**src/rtl/fp32_to_bf16_cvt.sv**
```systemverilog
module fp32_to_bf16_cvt #(
  parameter int IN_W  = 32,
  parameter int OUT_W = 16
) (
  input  logic             clk,
  input  logic             rst_n,
  input  logic             in_valid,
  input  logic [IN_W-1:0]  op_a,
  input  logic [2:0]       rm_field,
  input  logic [2:0]       dyn_rm,
  output logic             out_valid,
  output logic [OUT_W-1:0] result,
  output logic [4:0]       flags,
  output logic             bad_rm
);
  localparam int DROP = IN_W - OUT_W;

  function automatic logic rnd_up(input logic [2:0] m, input logic s,
                                  input logic lsb, input logic g, input logic st);
    case (m)
      3'd0: rnd_up = g & (st | lsb);
      3'd2: rnd_up = s & (g | st);
      3'd3: rnd_up = ~s & (g | st);
      3'd4: rnd_up = g;
      default: rnd_up = 1'b0;
    endcase
  endfunction

  logic [2:0]  mode;
  logic        illegal, sgn, is_nan, is_inf, g, st, inc, nx, ovf, away;
  logic        tiny, inc_unb;
  logic [7:0]  expo;
  logic [22:0] frac;
  logic [15:0] mag;
  logic [15:0] res_c;
  logic [4:0]  flg_c;

  assign mode    = (rm_field == 3'b111) ? dyn_rm : rm_field;
  assign illegal = mode > 3'd4;
  assign sgn     = op_a[31];
  assign expo    = op_a[30:23];
  assign frac    = op_a[22:0];
  assign is_nan  = (expo == 8'hFF) && (frac != '0);
  assign is_inf  = (expo == 8'hFF) && (frac == '0);

  assign g   = op_a[DROP-1];
  assign st  = |op_a[DROP-2:0];
  assign nx  = g | st;
  assign inc = rnd_up(mode, sgn, op_a[DROP], g, st);
  assign mag = {1'b0, op_a[30:DROP]} + {15'd0, inc};
  assign ovf = !is_inf && !is_nan && (mag[14:7] == 8'hFF);
  assign away = (mode == 3'd0) || (mode == 3'd4) ||
                (mode == 3'd2 && sgn) || (mode == 3'd3 && !sgn);

  assign inc_unb = rnd_up(mode, sgn, frac[15], frac[14], |frac[13:0]);
  assign tiny    = (expo == 8'd0) && !((frac[22:15] == 8'hFF) && inc_unb);

  always_comb begin
    res_c = {sgn, mag[14:0]};
    flg_c = {3'b000, tiny & nx, nx};
    if (illegal) begin
      res_c = '0;
      flg_c = '0;
    end else if (is_nan) begin
      res_c = 16'h7FC0;
      flg_c = {~frac[22], 4'b0000};
    end else if (is_inf) begin
      res_c = {sgn, 15'h7F80};
      flg_c = '0;
    end else if (ovf) begin
      res_c = {sgn, away ? 15'h7F80 : 15'h7F7F};
      flg_c = 5'b00101;
    end
  end

  always_ff @(posedge clk or negedge rst_n) begin
    if (!rst_n) begin
      out_valid <= 1'b0;
      result    <= '0;
      flags     <= '0;
      bad_rm    <= 1'b0;
    end else begin
      out_valid <= in_valid;
      if (in_valid) begin
        result <= res_c;
        flags  <= flg_c;
        bad_rm <= illegal;
      end
    end
  end
endmodule

```
**config.mk**
```make
export PLATFORM = sky130hd
export DESIGN_NAME = fp32_to_bf16_cvt
export DESIGN_NICKNAME = d
export VERILOG_FILES = /design/src/rtl/fp32_to_bf16_cvt.sv
export SDC_FILE = /design/constraint.sdc
export NUM_CORES = 1
export LEC_CHECK = 0
export CAP_MARGIN = 10
export CORE_ASPECT_RATIO = 2
export CORE_MARGIN = 3
export CORE_UTILIZATION = 41
export DETAILED_ROUTE_END_ITERATION = 8
export PLACE_DENSITY_LB_ADDON = 0.12
export SYNTH_ARGS = -nofsm -noshare
export SYNTH_HDL_FRONTEND = slang
export SYNTH_SLANG_ARGS = --single-unit
```
**constraint.sdc**
```tcl
create_clock -name clk -period 1.26 [get_ports clk]
set_input_delay 0.315 -clock clk [delete_from_list [all_inputs] [get_ports clk]]
set_output_delay 0.315 -clock clk [all_outputs]
set_load 0.05 [all_outputs]
```
==> results of run 1 <==
==> through the flow <==
| stage | util | instance area [µm²] | std cells | hold slack, ns | TNS, ns |
|---|---|---|---|---|---|
| after floorplan | - | 1600 | 164 | 0.0194 | -21.65 |
| after global placement | 0.855 | 2950 | 332 | 0.537 | -36.55 |
| after detailed placement | 0.855 | 2950 | 332 | 0.544 | -39.38 |
==> cells in the mapped netlist (4+ instances only) <==
master | number | area (µm²)
a21oi_1 | 4 | 20.0
and3_1 | 6 | 37.5
dfrtp_1 | 22 | 551
o2bb2ai_1 | 12 | 105
nor2_1 | 15 | 56.3
xnor2_1 | 5 | 43.8
nand2_1 | 22 | 82.6
nor4_1 | 6 | 37.5
a22o_1 | 5 | 43.8
nor3_1 | 4 | 20.0
inv_1 | 4 | 15.0
nand4_1 | 4 | 25.0
==> cell families after synthesis <==
group | Yosys count
other cells | 1
simple gates | 76
fa+ha+maj | 3
buf+inv | 11
xor+xnor | 10
flops | 22
mux | 3
compound gates | 38
==> results_dict.tcl, run 1 <==
set metrics [dict create \
    lastStage "clock tree synthesis" \
    cts_sinks 22 \
    muxShareOfSynthArea 0.0207 \
    rows 30 \
    synth_edf_count 0 \
    yosys.area_share.simple 0.279 \
    avgSynthCellArea_um2 9.22 \
    synth_warnings 0 \
    cts_resized 179 \
    syn_area_mm2 0.00151 \
    io-pin-count 64 \
    cts-hold-fix-buffers 0 \
    synth_ff_type "dfrtp_1" \
    yosysSeqAreaShare 0.364 \
    synth_fp_nets 208 \
    start_util 0.438 \
    synth_top_family_by_area "simple AND/OR/NAND/NOR gates" \
    async_flop_share 1.00 \
    postCtsSetupBuffers 21 \
    pre_cts_slack_ns -2.31 \
    clockRootBuffer "clkbuf_8" \
    clockBufferDepth 2 \
    cts_buffers 3 \
    gp_congestion 0.848 \
    dp_hpwl_mm 5.10 \
    htree_levels 1 \
    die_w_um 49.0 \
    synth_fa_ha_area_frac 0.0248 \
    port_buffers 62 \
    error_line "[ERROR DPL-0033] detailed placement checks failed during check placement." \
    synthCells 164 \
    outcome "did not finish" \
    synth-seq-cells 22 \
    synth_xor_area_frac 0.0678 \
    yosysUniqueCellTypes 48 \
    synth_compound_gate_area_share 0.209 \
    die_y_um 91.9 \
]
==> run 2, diff against run 1 <==
Settings changed: CORE_ASPECT_RATIO 2 to unset, CORE_UTILIZATION 41 to 26, PLACE_DENSITY_LB_ADDON 0.12 to 0.15.
==> results_dict.tcl, run 2 <==
set metrics [dict create \
    outcome "finished, violations left" \
    violations "setup timing" \
    setup_viol 21 \
    rr_worst_depth 1 \
    arrival_ns 2.97 \
    drive_gt1_frac 0.671 \
    largest_reg_flops 16 \
    final_nets 349 \
    intPower_mw 1.66 \
    dp_hpwl_mm 4.14 \
    yosys.area.top_type "dfrtp_1" \
    hold_viol 0 \
    cts_buffers 3 \
    io-pin-count 64 \
    gp_congestion 0.880 \
    drtPass1Iterations 4 \
    ff_latch_area_um2 551 \
    crit_type "primary input to flip-flop" \
    nFillCells 432 \
    fin_worst_skew_ns 0 \
    grt_pass1_wl_mm 9.63 \
    yosysTopAreaCellShare 0.364 \
    rows 27 \
    fin_cells 376 \
    hold_class "primary input to flip-flop" \
    htree_levels 1 \
    p_switching_uw 906 \
    grt_overflow_total 0 \
    synth-seq-cells 22 \
    area_growth_pct 137 \
    first_global_vias 1946 \
    cts_tree "built" \
    cp-start-kind "primary input" \
    grt_max_degree 23 \
    layout_commonest_cell "buf_4" \
    cts_sinks 22 \
    maxCapViolCount 0 \
    antenna_found_initial 0 \
    clockBufferDepth 2 \
    multi_input_area_mm2 0.00134 \
    cp-end-kind "flip-flop" \
    n_antenna_cell 0 \
    worstPathMaxFanout 6 \
    routed_wl_mm 5.84 \
    die_y_um 82.3 \
    path_clk_slew_ns 0.08 \
    port_buffers 62 \
    worstReg2RegStart "result[6]$_DFFE_PN0P_" \
    period_minus_slack_ns 2.81 \
    postLayoutSetupSlackWorst_ns -1.55 \
    placed_cell_area_mm2 0.00290 \
    yosysUniqueCellTypes 48 \
    avgViaCountPerCell 4.80 \
    cts-hold-fix-buffers 0 \
    drv_slew 0 \
    die_w_um 82.3 \
    cp.required_ns 1.42 \
    finalSetupTns_ns -22.80 \
    grtUsageTotal 0.187 \
    synthTopCellsByCount "dfrtp_1, nand2_1, nor2_1, o2bb2ai_1" \
    drc 0 \
    worst_pin_slew_ns 0.574 \
    ant_nets 0 \
    synth.area.top_cells "dfrtp_1, o2bb2ai_1, nand2_1" \
    drt_iter0_drc 55 \
    fmax_mhz 356 \
    synthCells 164 \
    power.share.switching 0.352 \
    post_drt_wl_per_cell_um 15.5 \
    p_leak_nw 1.56 \
    seq_power_share 0.327 \
    synth_ff_type "dfrtp_1" \
    combPwrFrac 0.464 \
    syn_area_mm2 0.00151 \
    placed_cells 345 \
    yosysSeqAreaShare 0.364 \
    fin_area_mm2 0.00358 \
    fin_crit_sh 2.23 \
    regMostFlops "result" \
    avgSynthCellArea_um2 9.22 \
    slowest_delay_ns 0.42 \
    p_per_area_mw_per_mm2 718 \
    cp_slowest_cell "or3b_4" \
    die_area_mm2 0.00677 \
    layout_common_cells "buf_4, buf_6, buf_12, dfrtp_1, nand2_1" \
    clk_latency_ns 0.27 \
    r2r_slack_ns 0.39 \
    total_power_mw 2.57 \
    clockRootBuffer "clkbuf_8" \
    synth_warnings 0 \
    min_path_cells 3 \
    rsz0062_at_grt "true" \
    vdd_drop_max_mv 0.655 \
    path_cells "buf_6, nor4_4, nand4_1, or3b_4, a21oi_2, nor2_2, ha_2, buf_4, buf_6, and4_4, and3_4, o2bb2ai_4, and3_4, a31oi_4, a221o_1" \
    max_slew_margin 0.613 \
    pwr-share-clk 0.209 \
    whs_endpoint "flags[4]$_DFFE_PN0P_" \
    core_mm2 0.00557 \
    vias 1803 \
    synth_fp_nets 208 \
    async_flop_share 1.00 \
    synth_edf_count 0 \
    hp-start "op_a[22]" \
    r2r-end "result[6]$_DFFE_PN0P_" \
    start_util 0.271 \
    top_regs "result: 16 flops, flags: 4 flops" \
]
## run 2: cell counts after synthesis
Identical to the previous run, type by type.
## run 2: area by class of cell
class | instances | share of cell area
Clock buffer | 4 | 0.0154
Timing Repair Buffer | 142 | 0.426
Multi-Input combinational cell | 131 | 0.374
Tap cell | 72 | 0.0252
Sequential cell | 22 | 0.154
Inverter | 5 | 0.00559
## run 2: power by group through the flow
stage	combinational [mW]	clock, mW	sequential, mW
after global placement	1.03	0	0.856
after global routing	1.26	0.582	0.849
after CTS	1.13	0.543	0.841
final	1.19	0.538	0.840
after floorplan	0.215	0	1.04
after detailed placement	1.03	0	0.853
## run 2: how the worst max path moves through the flow
stage / slack [ns] / to / start
final: -1.55 / result[6]$_DFFE_PN0P_ / op_a[11]
after global routing: -1.71 / result[0]$_DFFE_PN0P_ / dyn_rm[2]
after CTS: -1.50 / result[0]$_DFFE_PN0P_ / dyn_rm[2]
after detailed placement: -2.29 / result[6]$_DFFE_PN0P_ / dyn_rm[1]
after global placement: -2.17 / result[6]$_DFFE_PN0P_ / dyn_rm[1]
after floorplan: -1.59 / result[6]$_DFFE_PN0P_ / dyn_rm[1]
## run 2: what timing repair did
| item | 4_1_cts | 5_1_grt |
|---|---|---|
| pin swaps | 51 | 27 |
| setup endpoints to repair | 21 | 21 |
| buffers inserted | 24 | 6 |
| resized for setup | 187 | 51 |
## run 2: logic make-up (layout without fill, tap and decap cells)
kind of cell | count (synthesis) | after routing | share of synthesized area
flops | 22 | 22 | 0.364
compound gates | 38 | 38 | 0.209
fa+ha+maj | 3 | 3 | 0.0248
simple gates | 76 | 76 | 0.279
other cells | 1 | 1 | 0.00248
mux | 3 | 3 | 0.0207
xor+xnor | 10 | 10 | 0.0678
buf+inv | 11 | 151 | 0.0323
## run 2: through the flow
step	util	hold slack, ns	setup WS [ns]
4_1_cts	0.612	0.339	-1.50
3_5_place_dp	0.521	0.534	-2.29
2_1_floorplan	-	0.0194	-1.59
3_3_place_gp	0.521	0.536	-2.17
6_report	0.642	0.352	-1.55
5_1_grt	0.642	0.355	-1.71
## run 2: critical path: cells and delay by family
family	cells	cell delay, ns
simple gates	7	1.41
compound gates	4	0.74
buf+inv	3	0.33
fa+ha+maj	1	0.18
## run 2: per-layer routing
| metal | GRT usage | wire length [µm] | vias to the layer above |
|---|---|---|---|
| li1 | - | - | 884 |
| met1 | 0.255 | 2610 | 855 |
| met2 | 0.306 | 2860 | 54 |
| met3 | 0.0271 | 271 | 10 |
| met4 | 0.0548 | 105 | 0 |
| met5 | 0 | 0 | - |
No activity file was read; power rests on OpenSTA's default activity.
==> run 3, diff against run 2 <==
Settings changed: MAX_ROUTING_LAYER set to met4.
==> results_dict.tcl, run 3 (synthesized netlist as in run 2, its figures left out) <==
set metrics [dict create \
    outcome "finished, violations left" \
    violations "setup timing" \
    first_global_vias 1940 \
    wl_met3_um 241 \
    routed_wl_mm 5.82 \
    p_per_area_mw_per_mm2 717 \
    fin_worst_skew_ns 0 \
    fin_area_mm2 0.00358 \
    rows 27 \
    layout_commonest_cell "buf_4" \
    cp-end-kind "flip-flop" \
    final_nets 349 \
    cts_buffers 3 \
    path_cells "buf_6, nor4_4, nand4_1, or3b_4, a21oi_2, nor2_2, ha_2, buf_4, buf_6, and4_4, and3_4, o2bb2ai_4, and3_4, a31oi_4, a221o_1" \
    cp_slowest_cell "or3b_4" \
    cts_tree "built" \
    n_antenna_cell 0 \
    io-pin-count 64 \
    multi_input_area_mm2 0.00134 \
    drv_slew 0 \
    avgViaCountPerCell 4.80 \
    clockRootBuffer "clkbuf_8" \
    grt_overflow_total 0 \
    layout_common_cells "buf_4, buf_6, buf_12, dfrtp_1, nand2_1" \
    cp-startpoint "op_a[11]" \
    grtUsageTotal 0.193 \
    antenna_found_initial 0 \
    dr.max_layer_used "met4" \
    path_clk_slew_ns 0.08 \
    grt_max_degree 23 \
    regMostFlops "result" \
    gp_congestion 0.895 \
    hp-start "op_a[22]" \
    ff_latch_area_um2 551 \
    start_util 0.271 \
    slowest_delay_ns 0.42 \
    drtPass1Iterations 4 \
    top_regs "result: 16 flops, flags: 4 flops" \
    cp-start-kind "primary input" \
    setup_viol 21 \
    die_y_um 82.3 \
    dp_hpwl_mm 4.14 \
    hold_viol 0 \
    vdd_drop_max_mv 0.648 \
    die_area_mm2 0.00677 \
    period_minus_slack_ns 2.80 \
    max_slew_margin 0.616 \
    worst_pin_slew_ns 0.570 \
    total_power_mw 2.57 \
    htree_levels 1 \
    clk_latency_ns 0.27 \
    die_w_um 82.3 \
    rsz0062_at_grt "true" \
    hold_class "primary input to flip-flop" \
    maxCapViolCount 0 \
    fmax_mhz 357 \
    crit_type "primary input to flip-flop" \
    placed_cell_area_mm2 0.00290 \
    wl_met2_mm 2.87 \
    grt_pass1_wl_mm 9.65 \
    drc 0 \
    ant_nets 0 \
    port_buffers 62 \
    clockBufferDepth 2 \
    rr_worst_depth 1 \
    vias 1803 \
    largest_reg_flops 16 \
    cp.required_ns 1.42 \
    worstPathMaxFanout 6 \
    arrival_ns 2.97 \
    cts-hold-fix-buffers 0 \
    cts_sinks 22 \
    path_buf_inv 3 \
    nFillCells 432 \
    crit_cells 15 \
    post_drt_wl_per_cell_um 15.5 \
    worstReg2RegStart "result[6]$_DFFE_PN0P_" \
    drt_iter0_drc 42 \
    core_mm2 0.00557 \
    fin_crit_sh 2.23 \
    min_path_cells 3 \
    drive_gt1_frac 0.671 \
    area_growth_pct 137 \
    drt-met1-wl_mm 2.63 \
    p_leak_nw 1.56 \
    postLayoutSetupSlackWorst_ns -1.54 \
    critical-path-top-delay-family "simple AND/OR/NAND/NOR gates" \
]
==> run 3: cell counts in the layout (fill, tap and decap cells not counted) <==
Identical to the previous run, type by type.
==> run 3: path summary, 6_finish.rpt <==
kind | to | slack [ns]
setup / recovery | result[6]$_DFFE_PN0P_ | -1.54
hold / removal | flags[4]$_DFFE_PN0P_ | 0.35
setup reg to reg | result[6]$_DFFE_PN0P_ | 0.38
hold reg to reg | result[15]$_DFFE_PN0P_ | 0.55
max in group asynchronous | result[0]$_DFFE_PN0P_ | 0.73
min in group asynchronous | flags[4]$_DFFE_PN0P_ | 0.39
==> run 3: area by class of cell <==
cell class                      count  area share
Clock buffer                        4      0.0154
Sequential cell                    22       0.154
Inverter                            5     0.00559
Timing Repair Buffer              142       0.426
Multi-Input combinational cell    131       0.374
Tap cell                           72      0.0252
==> run 3: what timing repair did <==
action,CTS,global route
gates resized for setup,187,51
buffers inserted,24,6
endpoints found under the setup margin,21,21
pin swaps,51,27
gates cloned,0,0
==> run 3: metrics by stage <==
stage | instances | setup TNS, ns | worst slack, ns | hold WS, ns | utilization
after global placement | 345 | -35.96 | -2.17 | 0.536 | 0.521
after floorplan | 164 | -21.65 | -1.59 | 0.0194 | -
after detailed placement | 345 | -37.35 | -2.29 | 0.534 | 0.521
final | 376 | -22.81 | -1.54 | 0.350 | 0.642
after CTS | 371 | -22.06 | -1.50 | 0.339 | 0.612
after global routing | 376 | -26.03 | -1.71 | 0.355 | 0.642
==> run 3: power breakdown <==
group	internal, mW	leakage [nW]	switching [mW]
clock network	0.280	0.0288	0.256
logic	0.617	1.26	0.574
registers	0.768	0.280	0.0718
==> run 3: metal layers <==
layer  vias up  global-route usage
met3         8              0.0249
li1        887                   -
met1       859               0.258
met5         -                   -
met2        49               0.308
met4         0              0.0498
